## config.mk

```make
export PLATFORM = sky130hd
export DESIGN_NAME = bufcap_channel
export DESIGN_NICKNAME = d
export VERILOG_FILES = /design/src/rtl/bufcap_pkg.sv /design/src/rtl/bufcap_ctrl.sv /design/src/rtl/bufcap_regs.sv /design/src/rtl/bufcap_pacc.sv /design/src/rtl/bufcap_channel.sv
export SDC_FILE = /design/constraint.sdc
export NUM_CORES = 1
export LEC_CHECK = 0
export BUFFER_PORTS_ARGS = -buffer_cell sky130_fd_sc_hd__buf_2
export CORE_UTILIZATION = 45
export DETAILED_ROUTE_END_ITERATION = 16
export GPL_ROUTABILITY_DRIVEN = 0
export PLACE_DENSITY = 0.79
export SLEW_MARGIN = 20
export SYNTH_ARGS = -nofsm -noshare
export SYNTH_HDL_FRONTEND = slang
export SYNTH_SLANG_ARGS = --single-unit
```

## constraint.sdc

```tcl
create_clock -name clk -period 1.61 [get_ports clk]
set_input_delay 0.0805 -clock clk [delete_from_list [all_inputs] [get_ports clk]]
set_output_delay 0.0805 -clock clk [all_outputs]
set_load 0.01 [all_outputs]
```

## src/rtl/bufcap_pkg.sv

```systemverilog
// Package: shared types for the buffered capture channel.
// Assumes a single clock domain; widths are set by the modules' parameters.
package bufcap_pkg;

    typedef enum logic {
        MODE_QUEUE = 1'b0,
        MODE_LATCH = 1'b1
    } buf_mode_e;

    // Per-cycle control strobes from the sequencer to the storage
    typedef struct packed {
        logic push;    // copy capture register into holding register
        logic wr_cap;  // load timer value into capture register
        logic snap;    // take a pulse-accumulator snapshot
    } buf_ctl_t;

endpackage

```

## src/rtl/bufcap_ctrl.sv

```systemverilog
// Module: bufcap_ctrl
// Decides, each cycle, whether to transfer, capture and snapshot, and keeps
// the two valid flags. Assumes single-cycle strobes sampled on clk.
// Transfers are resolved before captures in the same cycle.
module bufcap_ctrl
    import bufcap_pkg::*;
(
    input  logic      clk,
    input  logic      rst_n,
    input  buf_mode_e mode,
    input  logic      no_ovw,
    input  logic      cap_evt,
    input  logic      latch_req,
    input  logic      rd_cap,
    input  logic      rd_hold,
    output buf_ctl_t  ctl,
    output logic      cap_vld,
    output logic      hold_vld
);

    logic hold_open;
    logic cap_free;

    // Purpose: derive the transfer, capture and snapshot strobes
    always_comb begin
        hold_open = !no_ovw || !hold_vld;
        if (mode == MODE_LATCH) begin
            ctl.push = latch_req && hold_open;
        end else begin
            ctl.push = cap_evt && cap_vld && hold_open;
        end
        cap_free   = !cap_vld || ctl.push;
        ctl.wr_cap = cap_evt && (!no_ovw || cap_free);
        ctl.snap   = (mode == MODE_QUEUE) && rd_hold;
    end

    // Purpose: track capture register occupancy
    always_ff @(posedge clk) begin
        if (!rst_n) begin
            cap_vld <= 1'b0;
        end else if (ctl.wr_cap) begin
            cap_vld <= 1'b1;
        end else if (ctl.push || rd_cap) begin
            cap_vld <= 1'b0;
        end
    end

    // Purpose: track holding register occupancy
    always_ff @(posedge clk) begin
        if (!rst_n) begin
            hold_vld <= 1'b0;
        end else if (ctl.push) begin
            hold_vld <= 1'b1;
        end else if (rd_hold) begin
            hold_vld <= 1'b0;
        end
    end


    rd_wr_cap_flag_chk: assert property (@(posedge clk) disable iff (!rst_n)
        (rd_cap && cap_evt && !no_ovw) |=> cap_vld);


    rd_clear_hold_chk: assert property (@(posedge clk) disable iff (!rst_n)
        (rd_hold && !latch_req && !cap_evt) |=> !hold_vld);


    cap_drop_chk: assert property (@(posedge clk) disable iff (!rst_n)
        (no_ovw && cap_vld && !rd_cap && !ctl.push) |=> cap_vld);

endmodule

```

## src/rtl/bufcap_regs.sv

```systemverilog
// Module: bufcap_regs
// Data storage: capture register and holding register.
// Assumes push and wr_cap come from bufcap_ctrl in the same cycle;
// push takes the pre-capture value of the capture register.
module bufcap_regs #(
    parameter int unsigned TW = 16
) (
    input  logic          clk,
    input  logic          rst_n,
    input  logic [TW-1:0] timer_val,
    input  logic          push,
    input  logic          wr_cap,
    output logic [TW-1:0] cap_q,
    output logic [TW-1:0] hold_q
);

    localparam logic [TW-1:0] ZERO = '0;

    // Purpose: capture register load
    always_ff @(posedge clk) begin
        if (!rst_n) begin
            cap_q <= ZERO;
        end else if (wr_cap) begin
            cap_q <= timer_val;
        end
    end

    // Purpose: holding register load from the capture register
    always_ff @(posedge clk) begin
        if (!rst_n) begin
            hold_q <= ZERO;
        end else if (push) begin
            hold_q <= cap_q;
        end
    end


    cap_load_chk: assert property (@(posedge clk) disable iff (!rst_n)
        wr_cap |=> cap_q == $past(timer_val));


    hold_idle_chk: assert property (@(posedge clk) disable iff (!rst_n)
        !push |=> $stable(hold_q));

endmodule

```

## src/rtl/bufcap_pacc.sv

```systemverilog
// Module: bufcap_pacc
// Pulse-accumulator snapshot register, loaded when snap is high.
// Assumes snap is already qualified by mode in bufcap_ctrl.
module bufcap_pacc #(
    parameter int unsigned TW = 16
) (
    input  logic          clk,
    input  logic          rst_n,
    input  logic          snap,
    input  logic [TW-1:0] pacc_cnt,
    output logic [TW-1:0] pacc_hold
);

    // Purpose: snapshot the accumulator count
    always_ff @(posedge clk) begin
        if (!rst_n) begin
            pacc_hold <= '0;
        end else if (snap) begin
            pacc_hold <= pacc_cnt;
        end
    end


    pacc_snap_chk: assert property (@(posedge clk) disable iff (!rst_n)
        snap |=> pacc_hold == $past(pacc_cnt));

endmodule

```

## src/rtl/bufcap_channel.sv

```systemverilog
// Module: bufcap_channel (top)
// A capture channel with two registers: latch or queue transfer policy,
// optional no-overwrite protection, and a pulse-accumulator snapshot.
// Assumes cap_evt is already edge-qualified and the strobes last one cycle.
module bufcap_channel
    import bufcap_pkg::*;
#(
    parameter int unsigned TW = 16
) (
    input  logic          clk,
    input  logic          rst_n,
    input  logic [TW-1:0] timer_val,
    input  logic          cap_evt,
    input  logic          latch_mode,
    input  logic          no_ovw,
    input  logic          latch_req,
    input  logic          rd_cap,
    input  logic          rd_hold,
    input  logic [TW-1:0] pacc_cnt,
    output logic [TW-1:0] cap_q,
    output logic [TW-1:0] hold_q,
    output logic          cap_vld,
    output logic          hold_vld,
    output logic [TW-1:0] pacc_hold
);

    buf_mode_e mode;
    buf_ctl_t  ctl;

    assign mode = buf_mode_e'(latch_mode);

    bufcap_ctrl u_ctrl (
        .clk       (clk),
        .rst_n     (rst_n),
        .mode      (mode),
        .no_ovw    (no_ovw),
        .cap_evt   (cap_evt),
        .latch_req (latch_req),
        .rd_cap    (rd_cap),
        .rd_hold   (rd_hold),
        .ctl       (ctl),
        .cap_vld   (cap_vld),
        .hold_vld  (hold_vld)
    );

    bufcap_regs #(.TW(TW)) u_regs (
        .clk       (clk),
        .rst_n     (rst_n),
        .timer_val (timer_val),
        .push      (ctl.push),
        .wr_cap    (ctl.wr_cap),
        .cap_q     (cap_q),
        .hold_q    (hold_q)
    );

    bufcap_pacc #(.TW(TW)) u_pacc (
        .clk       (clk),
        .rst_n     (rst_n),
        .snap      (ctl.snap),
        .pacc_cnt  (pacc_cnt),
        .pacc_hold (pacc_hold)
    );


    hold_protect_chk: assert property (@(posedge clk) disable iff (!rst_n)
        (no_ovw && hold_vld) |=> $stable(hold_q));


    queue_push_chk: assert property (@(posedge clk) disable iff (!rst_n)
        (!latch_mode && cap_evt && !no_ovw && cap_vld)
        |=> (hold_q == $past(cap_q)) && hold_vld);


    latch_first_chk: assert property (@(posedge clk) disable iff (!rst_n)
        (latch_mode && cap_evt && latch_req && !no_ovw)
        |=> (hold_q == $past(cap_q)) && (cap_q == $past(timer_val)));


    latch_hold_stable_chk: assert property (@(posedge clk) disable iff (!rst_n)
        (latch_mode && !latch_req) |=> $stable(hold_q));


    latch_pacc_stable_chk: assert property (@(posedge clk) disable iff (!rst_n)
        latch_mode |=> $stable(pacc_hold));

endmodule

```

==> results.sh, run 1 <==
export IMPL_crit_type="reg -> reg"
export IMPL_holdBufCountCts=0
export IMPL_syn_avg_cell_area_um2=9.17
export IMPL_fin_tns_setup_ps=0
export IMPL_grt_max_degree=33
export IMPL_synth_simple_area_share=0.175
export IMPL_dieArea_um2=4480
export IMPL_yosys_area_top_type="dfxtp_1"
export IMPL_synth_fa_ha_area_frac=0
export IMPL_rsz0062_at_grt="false"
export IMPL_synth_top_area_share=0.527
export IMPL_grt_pass1_vias=1329
export IMPL_status="completed"
export IMPL_drv_cap=0
export IMPL_power_leakage_nw=1.22
export IMPL_wirelength_um=3780
export IMPL_r2r_slack_ps=360
export IMPL_drtIter0Drc=46
export IMPL_overflow=0
export IMPL_multi_input_area_um2=797
export IMPL_ys_top_cells_by_count="80 x nand2_1, 50 x dfxtp_1, 32 x mux2i_1, 17 x a21oi_1, 6 x clkbuf_1"
export IMPL_async_reset_ff_frac=0
export IMPL_synth_xor_area_frac=0
export IMPL_fin_crit_ps=1250
export IMPL_cts_buffers=5
export IMPL_nNetsFinal=333
export IMPL_cts_path_max_buffers=2
export IMPL_synth_top_family_by_area="simple AND/OR/NAND/NOR gates"
export IMPL_register_area_um2=1000
export IMPL_rows=23
export IMPL_syn_nets=247
export IMPL_ys_seq_area_frac=0.527
export IMPL_cts_setup_buffers=0
export IMPL_core_area_um2=4030
export IMPL_synthCells=207
export IMPL_ys_warnings_count=0
export IMPL_grt_usage=0.172
export IMPL_slew_viol_final=0
export IMPL_final_hold_viol_count=0
export IMPL_ant_nets=0
export IMPL_synthDistinctLibCells=20
export IMPL_fillCellCount=359
export IMPL_place_area_um2=2350
export IMPL_synth_mux_area_frac=0.169
export IMPL_io_pins=90
export IMPL_firstDrtPassIters=4
export IMPL_drc=0
export IMPL_finalSetupViolations=0
export IMPL_stdcell_area_um2=2450
export IMPL_viasPerCell=4.62
export IMPL_worst_ir_drop_vdd_mv=0.597
export IMPL_dpl_hpwl_um=2730
export IMPL_ys_flop_type="dfxtp_1"
export IMPL_yosys_register_bits=50
export IMPL_clk_pin_slew_ps=80
export IMPL_max_freq_ghz=0.800
export IMPL_antenna_found_initial=0
export IMPL_min_path_type="in -> reg"
export IMPL_period_share=0.776
export IMPL_route_vias_total=1590
export IMPL_die_h_um=66.9
export IMPL_synthTopCellsByArea="dfxtp_1 53%, mux2i_1 17%, nand2_1 16%"
export IMPL_port_buffers=89
export IMPL_tightest_slew_ps=559
export IMPL_cp_max_fo=9
export IMPL_synth_compound_area_frac=0.0672
export IMPL_cp_end_kind="flip-flop"
export IMPL_worstPathArrival_ps=1470
export IMPL_mappedNetlistArea_um2=1900
export IMPL_p_per_area_nw_per_um2=1010
export IMPL_finClkSkew_ps=3.51
export IMPL_wire_per_inst_um=11.0
export IMPL_cts_max_level=2
export IMPL_synth_most_common_cell="nand2_1"
export IMPL_clock_latency_ps=290
export IMPL_critPathRequiredTime_ps=1830
export IMPL_critPathLaunchType="flip-flop"
export IMPL_start_util=0.471
export IMPL_synth_edf_count=0
export IMPL_num_antenna_cells=0
export IMPL_clock_sinks=50
export IMPL_area_growth_pct=28.9
export IMPL_grt_pass1_wl_um=5620
export IMPL_die_w_um=66.9
export IMPL_drive_above_1_share=0.350
export IMPL_relSlewSlack=0.627
export IMPL_cts_tree="done"
export IMPL_clockRootBuffer="clkbuf_8"
export IMPL_cts_resized=0
layout make-up:
type,instances,share of cell area
Multi-Input combinational cell,139,0.326
Inverter,3,0.00460
Clock inverter,1,0.00205
Clock buffer,7,0.0353
Tap cell,50,0.0256
Timing Repair Buffer,94,0.197
Sequential cell,50,0.409
metrics by stage:
step	std cells	hold slack (ps)	utilization	power (mW)	worst slack, ps
floorplan	207	216	-	1.62	395
global placement	336	322	0.584	1.75	443
detailed placement	336	326	0.584	1.76	381
CTS	344	6.31	0.607	2.49	354
global route	344	7.43	0.607	2.59	224
finish	344	13.5	0.607	2.46	360
sequential cells by signal, indices dropped and copies added, names as in the netlist:
| register | flops |
|---|---|
| u_regs.cap_q | 16 |
| u_ctrl.hold_vld | 1 |
| u_pacc.pacc_hold | 16 |
| u_regs.hold_q | 16 |
| u_ctrl.cap_vld | 1 |
worst max-delay path, stage by stage (launching register included):
cell and delay (ps):
dfxtp_1 380, a21oi_1 130, a221oi_4 210, buf_4 250
mux2i_1 210
kinds of logic after synthesis:
kind of cell	Yosys count
mux	32
compound gates	22
flops	50
buf+inv	18
simple gates	85
power by group:
group          total, mW  internal, mW  switching, mW
combinational      0.378         0.175          0.203
sequential          1.35          1.31         0.0370
clock              0.733         0.347          0.385
total               2.46          1.83          0.625
layout by cell type, fill, tap and decap left out, types with 2 or more instances in the layout:
master,count
buf_2,89
dfxtp_1,50
a21oi_1,17
mux2i_1,32
clkbuf_8,6
inv_1,2
nand2_1,80
buf_4,5
nand2b_1,2
path summary, 6_finish.rpt:
path                                           start                    to  cells past startpoint
worst max register to register        u_ctrl.cap_vld      u_regs.hold_q[5]                      4
worst min-delay path                     pacc_cnt[0]   u_pacc.pacc_hold[0]                      3
worst max-delay path                  u_ctrl.cap_vld      u_regs.hold_q[5]                      4
worst min register to register  u_pacc.pacc_hold[12]  u_pacc.pacc_hold[12]                      2
routing by layer:
metal / global-route usage / vias to the layer above / wire length (µm)
met3: 0.0634 / 7 / 358
met1: 0.170 / 677 / 1670
met4: 0.0798 / 0 / 57
met2: 0.313 / 66 / 1690
met5: 0 / - / 0
li1: - / 840 / -
Note: power is estimated with default switching activity, not from simulation.
==> run 2, diff against run 1 <==
- ABC_AREA: not set -> 1
- CORE_UTILIZATION: 45 -> 41
- PLACE_DENSITY: 0.79 -> 0.75
- clock period: 1.61 -> 1.1 ns (I/O delays scaled with it)
==> run 2 against run 1 <==
Compared with the run above:
- the run now ends with setup timing left
- count of clock-buffer cells in the layout is the same
- non-clock buffer count increased by 19
- critical path depth grew 4
- register-to-register slack got worse by 440 ps
- hold slack got worse by 11 ps
- synthesized cell count up 26%
- worst setup slack lost 440 ps
- sequential cell count unchanged
- largest power group unchanged
==> results.sh, run 2 <==
export IMPL_cp_max_fo=8
export IMPL_ys_flop_type="dfxtp_1"
export IMPL_largest_registers="u_pacc.pacc_hold x16, u_regs.cap_q x16, u_regs.hold_q x16"
export IMPL_min_path_type="in -> reg"
export IMPL_wire_per_inst_um=12.8
export IMPL_synth_most_common_cell="nor2_1"
export IMPL_critPathLaunchType="flip-flop"
export IMPL_dpl_hpwl_um=3330
export IMPL_syn_avg_cell_area_um2=7.48
export IMPL_finClkSkew_ps=5.50
export IMPL_rsz0062_at_grt="true"
export IMPL_grt_usage=0.199
export IMPL_worstPathArrival_ps=1390
export IMPL_core_area_um2=4470
export IMPL_crit_slowest_cell="dfxtp_4"
export IMPL_final_hold_viol_count=0
export IMPL_fillCellCount=416
export IMPL_area_growth_pct=45.8
export IMPL_ys_warnings_count=0
export IMPL_route_vias_total=2008
export IMPL_cts_tree="done"
export IMPL_nNetsFinal=404
export IMPL_period_share=1.07
export IMPL_yosys_register_bits=50
export IMPL_yosys_area_top_type="dfxtp_1"
export IMPL_final_cell_mix="89 x buf_2, 80 x nor2_1, 48 x dfxtp_1, 30 x o21ai_0, 21 x inv_1"
export IMPL_clk_pin_slew_ps=90
export IMPL_fin_util=0.636
export IMPL_drv_cap=0
export IMPL_rows=24
export IMPL_cp_end_kind="flip-flop"
export IMPL_synthDistinctLibCells=15
export IMPL_power_leakage_nw=1.48
export IMPL_synthCells=261
export IMPL_fin_crit_ps=1180
export IMPL_drive_above_1_share=0.359
export IMPL_p_per_area_nw_per_um2=1460
export IMPL_cts_buffers=5
export IMPL_pre_cts_ws_ps=-77.6
export IMPL_dieArea_um2=5040
export IMPL_slew_viol_final=0
export IMPL_port_buffers=89
export IMPL_max_freq_ghz=0.848
export IMPL_clockRootBuffer="clkbuf_8"
export IMPL_critPathRequiredTime_ps=1310
export IMPL_die_w_um=71.0
export IMPL_wirelength_um=5320
export IMPL_num_antenna_cells=0
export IMPL_crit_path_max_incr_delay_ps=360
export IMPL_synthTopCellsByArea="dfxtp_1 51%, nor2_1 16%, o21ai_0 8.2%"
export IMPL_drc=0
export IMPL_mappedNetlistArea_um2=1950
export IMPL_final_common_cell="buf_2"
export IMPL_worst_ir_drop_vdd_mv=0.913
export IMPL_tightest_slew_ps=502
export IMPL_total_power_mw=4.15
export IMPL_cts_max_level=2
export IMPL_relSlewSlack=0.665
export IMPL_clock_sinks=50
export IMPL_async_reset_ff_frac=0
export IMPL_grt_pass1_vias=1720
export IMPL_die_h_um=71.0
export IMPL_grt_pass1_wl_um=7770
export IMPL_viasPerCell=4.82
export IMPL_violations="setup timing"
export IMPL_antenna_found_initial=0
export IMPL_status="finished, violations left"
export IMPL_overflow=0
export IMPL_finalSetupViolations=19
export IMPL_start_util=0.436
export IMPL_drtIter0Drc=118
export IMPL_cts_setup_buffers=0
export IMPL_ys_top_cells_by_count="81 x nor2_1, 50 x dfxtp_1, 32 x o21ai_0, 22 x nand2_1, 21 x inv_1"
export IMPL_synth_edf_count=0
export IMPL_cts_path_max_buffers=2
export IMPL_syn_nets=301
export IMPL_firstDrtPassIters=10
export IMPL_grt_max_degree=36
export IMPL_crit_chain="nand2_2 -> nand2_2 -> nand3_4 -> nand3_4 -> buf_6 -> nand3_1 -> nand2_1 -> nor2_1"
export IMPL_ys_seq_area_frac=0.513
export IMPL_clock_latency_ps=310
export IMPL_crit_type="reg -> reg"
export IMPL_synth_top_area_share=0.513
export IMPL_fin_ws_ps=-79.1
export IMPL_ant_nets=0
export IMPL_io_pins=90
==> run 2: changes by cell type in the layout (fill, tap and decap cells not counted), sizes merged, moves of 18 or more <==
cell / previous run / this run
o21ai: 0 / 32
inv: 2 / 22
mux2i: 32 / 0
nand3: 0 / 18
nor2: 1 / 81
nand2: 80 / 22
==> run 2: final cells by class <==
| class | count | area (µm²) | share of cell area |
|---|---|---|---|
| inverter | 22 | 90.1 | 0.0317 |
| timing repair buffer | 113 | 731 | 0.257 |
| clock inverter | 1 | 30.0 | 0.0106 |
| clock buffer | 7 | 86.3 | 0.0303 |
| tap | 52 | 65.1 | 0.0229 |
| multi-input combinational | 172 | 837 | 0.294 |
| sequential | 50 | 1010 | 0.354 |
==> run 2: worst paths after layout <==
kind / cells after the start / slack (ps) / startpoint / to
setup reg to reg: 8 / -80 / u_ctrl.cap_vld / u_regs.cap_q[0]
hold / removal: 3 / 2 / pacc_cnt[5] / u_pacc.pacc_hold[5]
setup / recovery: 8 / -80 / u_ctrl.cap_vld / u_regs.cap_q[0]
hold reg to reg: 2 / 490 / u_regs.hold_q[14] / u_regs.hold_q[14]
==> run 2: logic make-up after synthesis <==
logic type | share of synthesized area
AND/OR/NAND/NOR | 0.260
flip-flops | 0.513
AO/OA/AOI/OAI | 0.128
buffers and inverters | 0.0994
==> run 2: power by group <==
part	total (mW)	switching, mW	internal (mW)
clock	1.34	0.601	0.742
combinational	0.759	0.410	0.350
sequential	2.05	0.0929	1.95
==> run 2: through the flow <==
step / instance area, µm² / hold slack [ps] / TNS (ps) / cells
detailed placement: 2430 / 283 / -924 / 391
finish: 2850 / 2.09 / -876 / 417
floorplan: 1960 / 190 / -799 / 261
global route: 2850 / 9.90 / -2590 / 417
global placement: 2430 / 276 / -396 / 391
CTS: 2700 / 5.84 / -124 / 414
==> run 2: routing by layer <==
layer  vias to the layer above  GRT usage  part of all wire
li1                       1028          -                 -
met5                         -          0                 0
met1                       909      0.259              0.46
met3                        14     0.0370             0.044
met4                         0      0.118             0.026
met2                        57      0.310              0.47
==> run 2: repair_timing <==
| action | 4_1_cts | 5_1_grt |
|---|---|---|
| resized for setup | 5 | 22 |
| hold endpoints to repair | 15 | 0 |
| pin swaps | 0 | 10 |
| cloned | 0 | 3 |
| hold buffers | 15 | 0 |
| setup endpoints to repair | 20 | 33 |
==> run 2: critical path, delay by kind of cell, from the launching register on <==
kind | cells | cell delay [ps]
AND/OR/NAND/NOR | 7 | 560
flip-flops | 1 | 360
buffers and inverters | 1 | 160
